File: config.mk
export PLATFORM = sky130hd
export DESIGN_NAME = sticky_status_bank
export DESIGN_NICKNAME = d
export VERILOG_FILES = /design/src/rtl/stsb_pkg.sv /design/src/rtl/stsb_strobe_edge.sv /design/src/rtl/stsb_sticky_reg.sv /design/src/rtl/stsb_irq_or.sv /design/src/rtl/sticky_status_bank.sv
export SDC_FILE = /design/constraint.sdc
export NUM_CORES = 1
export LEC_CHECK = 0
export BUFFER_PORTS_ARGS = -buffer_cell sky130_fd_sc_hd__buf_2
export CAP_MARGIN = 10
export CORE_ASPECT_RATIO = 2
export CORE_MARGIN = 5
export CORE_UTILIZATION = 45
export CTS_CLUSTER_SIZE = 8
export DETAILED_ROUTE_END_ITERATION = 7
export PLACE_DENSITY_LB_ADDON = 0.3
export SLEW_MARGIN = 20
export SYNTH_ARGS = -nofsm -noshare
export SYNTH_HDL_FRONTEND = slang
export SYNTH_SLANG_ARGS = --single-unit
File: constraint.sdc
create_clock -name clk -period 1.9 [get_ports clk]
set_clock_uncertainty 0.15 [all_clocks]
set_input_delay 0.38 -clock clk [delete_from_list [all_inputs] [get_ports clk]]
set_output_delay 0.38 -clock clk [all_outputs]
set_load 0.01 [all_outputs]
File: src/rtl/stsb_pkg.sv
package stsb_pkg;

    typedef enum logic {
        CLR_BY_WRITE = 1'b0,
        CLR_BY_READ  = 1'b1
    } clr_mode_e;

    typedef struct packed {
        logic rd_seen;
        logic wr_seen;
    } strobe_hist_t;

    localparam int unsigned MODE_BIT = 0;

endpackage

File: src/rtl/stsb_strobe_edge.sv
module stsb_strobe_edge
    import stsb_pkg::*;
(
    input  logic clk,
    input  logic rst_n,
    input  logic rd_i,
    input  logic wr_i,
    output logic rd_pulse_o,
    output logic wr_pulse_o
);

    strobe_hist_t hist_d, hist_q;

    always_comb begin
        hist_d         = hist_q;
        hist_d.rd_seen = rd_i;
        hist_d.wr_seen = wr_i;
        rd_pulse_o     = rd_i & ~hist_q.rd_seen;
        wr_pulse_o     = wr_i & ~hist_q.wr_seen;
    end

    always_ff @(posedge clk) begin
        if (!rst_n) hist_q <= '0;
        else        hist_q <= hist_d;
    end


    rd_once_chk: assert property (@(posedge clk) disable iff (!rst_n)
        rd_pulse_o |=> !rd_pulse_o);


    wr_once_chk: assert property (@(posedge clk) disable iff (!rst_n)
        wr_pulse_o |=> !wr_pulse_o);

endmodule

File: src/rtl/stsb_sticky_reg.sv
module stsb_sticky_reg
    import stsb_pkg::*;
#(
    parameter int unsigned W = 8
) (
    input  logic         clk,
    input  logic         rst_n,
    input  clr_mode_e    mode_i,
    input  logic         rd_hit_i,
    input  logic         wr_hit_i,
    input  logic [W-1:0] wdata_i,
    input  logic [W-1:0] evt_i,
    output logic [W-1:0] stat_o
);

    typedef struct packed {
        logic [W-1:0] stat;
    } flag_state_t;

    flag_state_t st_d, st_q;
    logic [W-1:0] clr_mask;

    always_comb begin
        st_d     = st_q;
        clr_mask = '0;
        if (mode_i == CLR_BY_READ && rd_hit_i) begin
            clr_mask = st_q.stat;
        end else if (mode_i == CLR_BY_WRITE && wr_hit_i) begin
            clr_mask = wdata_i;
        end
        // set wins over clear
        st_d.stat = (st_q.stat & ~clr_mask) | evt_i;
    end

    always_ff @(posedge clk) begin
        if (!rst_n) st_q <= '0;
        else        st_q <= st_d;
    end

    assign stat_o = st_q.stat;


    evt_wins_chk: assert property (@(posedge clk) disable iff (!rst_n)
        (evt_i != '0) |=> ((stat_o & $past(evt_i)) == $past(evt_i)));


    w1c_keep_chk: assert property (@(posedge clk) disable iff (!rst_n)
        (mode_i == CLR_BY_WRITE && wr_hit_i) |=>
        ((stat_o & ~$past(wdata_i)) == (($past(stat_o) | $past(evt_i)) & ~$past(wdata_i))));


    cor_clear_chk: assert property (@(posedge clk) disable iff (!rst_n)
        (mode_i == CLR_BY_READ && rd_hit_i) |=> (stat_o == $past(evt_i)));


    cor_no_write_chk: assert property (@(posedge clk) disable iff (!rst_n)
        (mode_i == CLR_BY_READ && !rd_hit_i) |=>
        ((stat_o & $past(stat_o)) == $past(stat_o)));

endmodule

File: src/rtl/stsb_irq_or.sv
module stsb_irq_or #(
    parameter int unsigned N = 32
) (
    input  logic         clk,
    input  logic         rst_n,
    input  logic [N-1:0] stat_i,
    input  logic [N-1:0] mask_i,
    output logic         irq_o
);

    typedef struct packed {
        logic irq;
    } irq_state_t;

    irq_state_t st_d, st_q;

    always_comb begin
        st_d     = st_q;
        st_d.irq = |(stat_i & mask_i);
    end

    always_ff @(posedge clk) begin
        if (!rst_n) st_q <= '0;
        else        st_q <= st_d;
    end

    assign irq_o = st_q.irq;


    irq_rise_chk: assert property (@(posedge clk) disable iff (!rst_n)
        ((stat_i & mask_i) != '0) |=> irq_o);


    irq_fall_chk: assert property (@(posedge clk) disable iff (!rst_n)
        ((stat_i & mask_i) == '0) |=> !irq_o);

endmodule

File: src/rtl/sticky_status_bank.sv
module sticky_status_bank
    import stsb_pkg::*;
#(
    parameter int unsigned NUM_REGS = 4,
    parameter int unsigned REG_W    = 8,
    localparam int unsigned TOTAL     = NUM_REGS * REG_W,
    localparam int unsigned CTRL_ADDR = 2 * NUM_REGS,
    localparam int unsigned ADDR_W    = $clog2(CTRL_ADDR + 1)
) (
    input  logic              clk,
    input  logic              rst_n,
    input  logic [ADDR_W-1:0] reg_addr,
    input  logic              reg_rd,
    input  logic              reg_wr,
    input  logic [REG_W-1:0]  reg_wdata,
    output logic [REG_W-1:0]  reg_rdata,
    input  logic [TOTAL-1:0]  evt_in,
    output logic              irq
);

    typedef struct packed {
        logic [NUM_REGS-1:0][REG_W-1:0] mask;
        clr_mode_e                      mode;
        logic [REG_W-1:0]               rdata;
    } cfg_state_t;

    cfg_state_t cfg_d, cfg_q;

    logic                rd_pulse, wr_pulse;
    logic [NUM_REGS-1:0] rd_hit, wr_hit;
    logic [TOTAL-1:0]    stat_flat;
    logic [TOTAL-1:0]    mask_flat;

    stsb_strobe_edge u_edge (
        .clk        (clk),
        .rst_n      (rst_n),
        .rd_i       (reg_rd),
        .wr_i       (reg_wr),
        .rd_pulse_o (rd_pulse),
        .wr_pulse_o (wr_pulse)
    );

    for (genvar g = 0; g < NUM_REGS; g++) begin : g_flag
        assign rd_hit[g] = rd_pulse && (reg_addr == ADDR_W'(g));
        assign wr_hit[g] = wr_pulse && (reg_addr == ADDR_W'(g));

        stsb_sticky_reg #(.W(REG_W)) u_reg (
            .clk      (clk),
            .rst_n    (rst_n),
            .mode_i   (cfg_q.mode),
            .rd_hit_i (rd_hit[g]),
            .wr_hit_i (wr_hit[g]),
            .wdata_i  (reg_wdata),
            .evt_i    (evt_in[g*REG_W +: REG_W]),
            .stat_o   (stat_flat[g*REG_W +: REG_W])
        );
    end

    assign mask_flat = cfg_q.mask;

    always_comb begin
        cfg_d = cfg_q;
        if (wr_pulse) begin
            for (int k = 0; k < NUM_REGS; k++) begin
                if (reg_addr == ADDR_W'(NUM_REGS + k)) cfg_d.mask[k] = reg_wdata;
            end
            if (reg_addr == ADDR_W'(CTRL_ADDR)) cfg_d.mode = clr_mode_e'(reg_wdata[MODE_BIT]);
        end
        if (rd_pulse) begin
            cfg_d.rdata = '0;
            for (int k = 0; k < NUM_REGS; k++) begin
                if (reg_addr == ADDR_W'(k))            cfg_d.rdata = stat_flat[k*REG_W +: REG_W];
                if (reg_addr == ADDR_W'(NUM_REGS + k)) cfg_d.rdata = cfg_q.mask[k];
            end
            if (reg_addr == ADDR_W'(CTRL_ADDR)) begin
                cfg_d.rdata           = '0;
                cfg_d.rdata[MODE_BIT] = cfg_q.mode;
            end
        end
    end

    always_ff @(posedge clk) begin
        if (!rst_n) begin
            cfg_q      <= '0;
            cfg_q.mode <= CLR_BY_WRITE;
        end else begin
            cfg_q <= cfg_d;
        end
    end

    assign reg_rdata = cfg_q.rdata;

    stsb_irq_or #(.N(TOTAL)) u_irq (
        .clk    (clk),
        .rst_n  (rst_n),
        .stat_i (stat_flat),
        .mask_i (mask_flat),
        .irq_o  (irq)
    );


    rdata_hold_chk: assert property (@(posedge clk) disable iff (!rst_n)
        !rd_pulse |=> $stable(reg_rdata));


    mask_read_keeps_chk: assert property (@(posedge clk) disable iff (!rst_n)
        (rd_pulse && !wr_pulse && reg_addr >= ADDR_W'(NUM_REGS)) |=> $stable(mask_flat));


    one_hit_chk: assert property (@(posedge clk) disable iff (!rst_n)
        $onehot0(rd_hit) && $onehot0(wr_hit));

endmodule

==> qor.csv, run 1 <==
metric,value,unit
critPathKind,reg -> reg,
core-area,9010,um2
die_area,11300,um2
finalSetupTns,0,ns
dp_slack,-0.0752,ns
endpoint,g_flag[3].u_reg.stat_o[2]$_SDFF_PN0_,
cts_num_sinks,76,
port_buffers,56,
vias,3747,
critPathSlowestCell,or3_1,
r2r_slack,0.11,ns
seq_area_frac_synth,0.368,
io_pins,57,
drt_iter0_drc,285,
post-route-drc-count,0,
crit_start,cfg_q[8]$_SDFFE_PN0P_,
synth.distinct_cells,47,
antenna_found_initial,0,
cts_buffers,9,
grt_max_degree,36,
post_synth.cell_area_avg,8.94,um2
die_h,146,um
clk-insertion-delay-late,0.33,ns
drt-wirelength-per-cell,21.7,um
die_w,77.8,um
via_per_inst,5.96,
setup_slack,0.106,ns
slew_viol_final,0,
grtUsageTotal,0.242,
ys.flop_type,dfxtp_1,
ir_worst_vdd,0.866,mV
cts_tree,yes,
slew_headroom,0.733,
r2r-start,cfg_q[8]$_SDFFE_PN0P_,
grt_pass1_vias,3711,
critPathRequiredTime,1.98,ns
holdCritPathClass,in -> reg,
reg2reg_depth,4,
syn_area,4130,um2
placed_cell_area,4620,um2
final_area,4970,um2
synthArstFlopShare,0,
cts_buffer_depth,2,
fmax,557,MHz
antenna_cells,0,
r2r_end,g_flag[3].u_reg.stat_o[2]$_SDFF_PN0_,
syn_to_final_growth,20.3,%
cts_hold_buf,0,
min_period,1.79,ns
fin_crit_sh,0.944,
fillers,871,
grt_pass1_wl,21.1,mm
cts.clk_slew.worst_paths,0.06,ns
rows,49,
leakagePower,2.06,nW
cts-htree-levels,3,
initial_utilization,0.458,
netlist_instances,462,
maxCapViolCount,0,
synth_edf_count,0,
status,"complete, no violations",
worstPathArrival,1.87,ns
dpl.hpwl,10.4,mm
post-route-util,0.552,
path_cells,nand4bb_4 > or3_1 > a31oi_1 > nor2b_1,
max_stage_delay,0.53,ns
hold_violations,0,
yosys_warnings,0,
drive_gt1_frac,0.245,
grt_overflow,0,
firstDrtPassIters,5,
finalSetupViolations,0,
synth-seq-cells,76,
endpoint_kind,flip-flop,
postRouteWirelength,13.6,mm
syn_nets,510,
final_nets,570,
antenna_left,0,
root_buffer,clkbuf_16,
worst_pin_slew,0.400,ns
start_kind,flip-flop,
power_density,813,nW/um2
gp_congestion,0.938,
crit_fanout,8,
Yosys cell counts, types with 2 or more instances:
cell / n / area (um2)
dfxtp_1: 76 / 1520
inv_1: 34 / 128
mux2i_1: 34 / 340
nor2b_1: 33 / 206
a211oi_1: 30 / 225
clkbuf_1: 25 / 93.8
o21a_1: 24 / 180
a22oi_1: 23 / 173
nand2_1: 22 / 82.6
nand3_1: 16 / 80.1
buf_4: 15 / 113
nor2_1: 14 / 52.6
nand3b_1: 10 / 75.1
a21oi_1: 9 / 45.0
a31oi_1: 9 / 56.3
buf_2: 9 / 45.0
a21boi_0: 8 / 60.1
nand2b_1: 8 / 50.1
nor4bb_1: 7 / 70.1
o21ai_0: 7 / 35.0
a311oi_1: 6 / 52.6
o211ai_1: 6 / 45.0
o22ai_1: 6 / 37.5
nand4_1: 4 / 25.0
and2_1: 2 / 12.5
and3b_1: 2 / 17.5
mux4_2: 2 / 45.0
nor4b_4: 2 / 47.6
state kept, by name, summed over array words and instances (netlist names):
name,cells
cfg_q,33
g_flag.u_reg.stat_o,32
reg_rdata,8
u_edge.hist_q,2
u_irq.irq_o,1
worst max-delay path: cells and delay by family (launching register included):
kind | cells | cell delay [ns]
and+or+nand+nor | 3 | 0.82
AOI/OAI and AO/OA | 1 | 0.24
DFF | 1 | 0.47
layer usage:
layer | routed length [um] | track usage | up-vias
li1 | - | - | 1775
met1 | 5050 | 0.269 | 1795
met2 | 6950 | 0.404 | 123
met3 | 595 | 0.0403 | 54
met4 | 1040 | 0.177 | 0
met5 | 0 | 0 | -
through the flow:
step | hold WS [ns] | cells | power [mW]
floorplan | 0.276 | 462 | 2.03
global placement | 0.295 | 612 | 2.23
detailed placement | 0.302 | 612 | 2.24
CTS | 0.0933 | 628 | 4.05
global route | 0.105 | 629 | 4.18
finish | 0.101 | 629 | 4.04
area by class of cell:
class                   count  area [um2]  area share
repair buffers             99         628       0.126
clock buffers               9         225      0.0453
flip-flops and latches     76        1520       0.306
clock inverters             7        91.3      0.0184
multi-input cells         302        2250       0.453
well taps                 102         128      0.0257
inverters                  34         128      0.0257
worst min-delay path by stage:
stage / from / end / slack (ns) / cells after the start
after floorplan: reg_rdata[6]$_SDFFE_PN0P_ / reg_rdata[6]$_SDFFE_PN0P_ / 0.28 / 2
after global placement: reg_rdata[6]$_SDFFE_PN0P_ / reg_rdata[6]$_SDFFE_PN0P_ / 0.30 / 2
after CTS: evt_in[19] / g_flag[2].u_reg.stat_o[3]$_SDFF_PN0_ / 0.09 / 2
after global routing: evt_in[9] / g_flag[1].u_reg.stat_o[1]$_SDFF_PN0_ / 0.11 / 2
after detailed placement: reg_rdata[6]$_SDFFE_PN0P_ / reg_rdata[6]$_SDFFE_PN0P_ / 0.30 / 2
final: evt_in[19] / g_flag[2].u_reg.stat_o[3]$_SDFF_PN0_ / 0.10 / 2
layout by cell type (no fill, tap or decap), types with 2 or more instances in the layout:
cell type / instances
o21ai_0: 7
nor4b_4: 3
a21boi_0: 8
o22ai_1: 6
mux4_2: 2
mux2i_1: 34
a311oi_1: 6
clkinv_2: 3
bufinv_16: 2
and3b_1: 2
a21oi_1: 9
dfxtp_1: 76
nand4_1: 4
a31oi_1: 9
and2_1: 2
nand2_1: 22
nor2_1: 14
o211ai_1: 6
o21a_1: 24
nand3b_1: 10
buf_4: 41
buf_2: 56
nand3_1: 16
clkbuf_16: 9
inv_1: 34
a211oi_1: 30
nand2b_1: 8
buf_12: 2
a22oi_1: 23
nor2b_1: 33
nor4bb_1: 6
kinds of logic after synthesis:
group / after synthesis / share of synthesized area
mux: 37 / 0.0960
simple gates: 133 / 0.213
buf+inv: 84 / 0.0945
compound gates: 132 / 0.229
flops: 76 / 0.368
what timing repair did:
action                     in CTS  in global routing
buffers inserted                0                  1
resized for setup               0                  4
setup endpoints to repair       0                 16
power breakdown:
group / switching (mW) / total, mW / internal (mW)
clock network: 0.678 / 1.82 / 1.14
registers: 0.0686 / 1.73 / 1.66
logic: 0.264 / 0.489 / 0.224
total: 1.01 / 4.04 / 3.03
Note: power is estimated with default switching activity, not from simulation.
==> run 2: changes to the inputs <==
Settings changed: PLACE_DENSITY_LB_ADDON 0.3 to 0.08.
==> qor.csv, run 2 (synthesis results as in run 1) <==
metric,value,unit
grt_pass1_wl,20.9,mm
leakagePower,2.05,nW
largest_reg_flops,33,
drt_iter0_drc,236,
maxCapViolCount,0,
hold-path-endpoint,g_flag[1].u_reg.stat_o[2]$_SDFF_PN0_,
r2r_slack,0.13,ns
antenna_found_initial,0,
die_h,146,um
r2r-start,cfg_q[8]$_SDFFE_PN0P_,
placed_cell_area,4650,um2
io_pins,57,
grt_max_degree,41,
cts.clk_slew.worst_paths,0.06,ns
postRouteWirelength,13.3,mm
holdCritStartpoint,evt_in[10],
antenna_cells,0,
slew_headroom,0.734,
grtUsageTotal,0.240,
final_nets,568,
initial_utilization,0.458,
die_area,11300,um2
final_area,4950,um2
final_common_cell,dfxtp_1,
root_buffer,clkbuf_16,
critPathRequiredTime,1.98,ns
place_inst,611,
endpoint_kind,flip-flop,
regMostFlops,cfg_q,
clk-insertion-delay-late,0.33,ns
slew_viol_final,0,
cts_tree,yes,
cts_setup_buffers,0,
status,"complete, no violations",
vias,3642,
finalSetupViolations,0,
hold_slack,0.103,ns
fin_crit_sh,0.933,
power_density,799,nW/um2
cts_buffer_depth,2,
port_buffers,56,
fmax,564,MHz
drive_gt1_frac,0.238,
gp_congestion,0.904,
holdCritPathClass,in -> reg,
worstHoldPathCells,2,
r2r_end,g_flag[1].u_reg.stat_o[4]$_SDFF_PN0_,
rsz0062_at_grt,no,
antenna_left,0,
start_kind,flip-flop,
hold_violations,0,
ir_worst_vdd,0.793,mV
worst_pin_slew,0.399,ns
crit_fanout,8,
cts_hold_buf,0,
dpl.hpwl,9.99,mm
dp_slack,-0.0317,ns
cts-htree-levels,3,
reg2reg_depth,6,
firstDrtPassIters,4,
critPathKind,reg -> reg,
via_per_inst,5.81,
drt-wirelength-per-cell,21.3,um
syn_to_final_growth,19.8,%
cts_num_sinks,76,
post-route-drc-count,0,
min_period,1.77,ns
die_w,77.8,um
final_cell_mix,"dfxtp_1, buf_2, buf_4",
cts-resized-gates,0,
core-area,9010,um2
fin_cells,627,
rows,49,
setup_slack,0.127,ns
worstPathArrival,1.85,ns
cts_buffers,9,
fillers,863,
grt_pass1_vias,3738,
grt_overflow,0,
[run 2: metal layers]
layer	wire (um)	up-vias	GRT usage
met2	6540	125	0.383
met4	1130	0	0.191
met1	5040	1697	0.275
li1	-	1771	-
met3	624	49	0.0415
met5	0	-	0
[run 2: cell type report]
cell class / count / area [um2] / area share
Clock buffer: 12 / 256 / 0.0518
Inverter: 34 / 128 / 0.0258
Clock inverter: 4 / 47.5 / 0.00960
Tap cell: 102 / 128 / 0.0258
Multi-Input combinational cell: 302 / 2220 / 0.448
Sequential cell: 76 / 1520 / 0.307
Timing Repair Buffer: 97 / 651 / 0.131
[run 2: through the flow]
step / util / setup TNS (ns) / power [mW]
after floorplan: - / 0 / 2.03
after global placement: 0.516 / -0.0625 / 2.23
after detailed placement: 0.516 / -0.313 / 2.24
after CTS: 0.549 / 0 / 3.98
after global routing: 0.549 / 0 / 4.09
final: 0.549 / 0 / 3.95
[run 2: worst max-delay path by stage]
stage	to	from	slack [ns]
after floorplan	g_flag[3].u_reg.stat_o[3]$_SDFF_PN0_	reg_addr[3]	0.16
after global placement	g_flag[2].u_reg.stat_o[0]$_SDFF_PN0_	reg_addr[2]	-0.01
after detailed placement	g_flag[1].u_reg.stat_o[4]$_SDFF_PN0_	reg_addr[2]	-0.03
after CTS	g_flag[1].u_reg.stat_o[4]$_SDFF_PN0_	cfg_q[8]$_SDFFE_PN0P_	0.11
after global routing	g_flag[1].u_reg.stat_o[0]$_SDFF_PN0_	cfg_q[8]$_SDFFE_PN0P_	0.03
final	g_flag[1].u_reg.stat_o[4]$_SDFF_PN0_	cfg_q[8]$_SDFFE_PN0P_	0.13
[run 2: where the power goes]
group	leakage (nW)	switching, mW	total [mW]	internal, mW
Clock	0.149	0.664	1.75	1.08
Sequential	0.624	0.0636	1.72	1.66
Combinational	1.27	0.260	0.481	0.222
Total	2.05	0.987	3.95	2.97
[run 2: critical path: stages, from the launching register on]
cell      delay, ns
dfxtp_1        0.34
nor4b_2        0.37
buf_4          0.19
nor3b_4        0.18
buf_4          0.18
a211oi_1       0.08
o21a_1         0.18
==> run 3: changes to the inputs <==
Settings changed: REMOVE_ABC_BUFFERS from default to 1.
==> qor.csv, run 3 (synthesis results as in run 1) <==
metric,value,unit
via_per_inst,5.87,
syn_to_final_growth,18.6,%
slew_viol_final,0,
hold_violations,0,
final_nets,570,
cts_hold_buf,0,
port_buffers,56,
antenna_found_initial,0,
final_cell_mix,"dfxtp_1, buf_2, buf_4",
cts_tree,yes,
worstHoldPathCells,2,
dpl.hpwl,9.89,mm
drive_gt1_frac,0.237,
routed.top_layer,met4,
largest_reg_flops,33,
r2r-start,cfg_q[8]$_SDFFE_PN0P_,
slew_headroom,0.698,
rows,49,
gp_congestion,0.898,
die_area,11300,um2
holdCritPathClass,in -> reg,
grtUsageTotal,0.235,
rsz0062_at_grt,no,
grt_pass1_vias,3730,
place_inst,613,
p_total,3.74,mW
clk-insertion-delay-late,0.34,ns
critPathKind,reg -> reg,
worstPathArrival,1.87,ns
worst_pin_slew,0.453,ns
post-route-drc-count,0,
crit_fanout,8,
power_density,764,nW/um2
reg2reg_depth,5,
hold_slack,0.0975,ns
regMostFlops,cfg_q,
firstDrtPassIters,7,
drt-wirelength-per-cell,20.8,um
cts_buffers,9,
fillers,866,
wl_met2,6.90,mm
antenna_cells,0,
grt_overflow,0,
core-area,9010,um2
holdCritStartpoint,evt_in[15],
start_kind,flip-flop,
die_w,77.8,um
r2r_slack,0.11,ns
drt_iter0_drc,402,
final_common_cell,dfxtp_1,
fin_cells,629,
cts_setup_buffers,0,
hold-path-endpoint,g_flag[1].u_reg.stat_o[7]$_SDFF_PN0_,
r2r_end,g_flag[3].u_reg.stat_o[7]$_SDFF_PN0_,
postRouteWirelength,13.1,mm
grt_pass1_wl,20.8,mm
vias,3690,
finalSetupViolations,0,
initial_utilization,0.458,
cts-resized-gates,0,
io_pins,57,
critPathRequiredTime,1.98,ns
leakagePower,2.02,nW
cts_num_sinks,76,
ir_worst_vdd,0.520,mV
status,"complete, no violations",
maxCapViolCount,0,
endpoint_kind,flip-flop,
cts-htree-levels,3,
die_h,146,um
grt_max_degree,33,
wl_met1,5.16,mm
min_period,1.79,ns
met3_length,582,um
root_buffer,clkbuf_16,
cts.clk_slew.worst_paths,0.06,ns
fmax,560,MHz
cts_buffer_depth,2,
antenna_left,0,
fin_crit_sh,0.940,
## run 3: cell count changes in the layout (fill, tap and decap cells not counted), sizes merged
cell	delta
buf	+2
bufinv	-1
clkinv	+1
## run 3: final cells by class
type                            count  area (um2)  share of cell area
Sequential cell                    76        1520               0.311
Clock buffer                       12         236              0.0483
Tap cell                          102         128              0.0260
Multi-Input combinational cell    302        2220               0.453
Clock inverter                      4        26.3             0.00536
Inverter                           34         128              0.0260
Timing Repair Buffer               99         641               0.131
## run 3: per-layer routing
| layer | vias up | track usage |
|---|---|---|
| met3 | 27 | 0.0378 |
| met5 | - | 0 |
| li1 | 1778 | - |
| met2 | 122 | 0.407 |
| met1 | 1763 | 0.275 |
| met4 | 0 | 0.113 |
## run 3: critical path, stage by stage, from the launching register on
cell and delay (ns):
dfxtp_1 0.37, buf_4 0.15, nand4bb_4 0.15, or3_1 0.54, a31oi_1 0.26, nor2b_1 0.06
## run 3: metrics by stage
| stage | worst slack (ns) | cell area, um2 | utilization | setup TNS [ns] |
|---|---|---|---|---|
| floorplan | -0.497 | 3870 | - | -4.06 |
| global placement | -0.0382 | 4640 | 0.515 | -0.243 |
| detailed placement | -0.0607 | 4640 | 0.515 | -0.965 |
| CTS | 0.117 | 4900 | 0.544 | 0 |
| global route | 0.0429 | 4900 | 0.544 | 0 |
| finish | 0.114 | 4900 | 0.544 | 0 |
## run 3: report_power, final
part | internal, mW | total [mW] | leakage (nW) | switching (mW)
clock network | 0.883 | 1.56 | 0.127 | 0.673
logic | 0.216 | 0.467 | 1.27 | 0.251
registers | 1.66 | 1.72 | 0.624 | 0.0594
## run 3: worst max path at each step
stage	from	to	slack, ns	cells past startpoint
floorplan	reg_addr[2]	g_flag[2].u_reg.stat_o[0]$_SDFF_PN0_	-0.50	4
global placement	reg_addr[0]	g_flag[3].u_reg.stat_o[5]$_SDFF_PN0_	-0.04	5
detailed placement	reg_addr[0]	g_flag[3].u_reg.stat_o[6]$_SDFF_PN0_	-0.06	5
CTS	cfg_q[8]$_SDFFE_PN0P_	g_flag[3].u_reg.stat_o[4]$_SDFF_PN0_	0.12	5
global route	cfg_q[8]$_SDFFE_PN0P_	g_flag[2].u_reg.stat_o[5]$_SDFF_PN0_	0.04	5
finish	cfg_q[8]$_SDFFE_PN0P_	g_flag[3].u_reg.stat_o[7]$_SDFF_PN0_	0.11	5
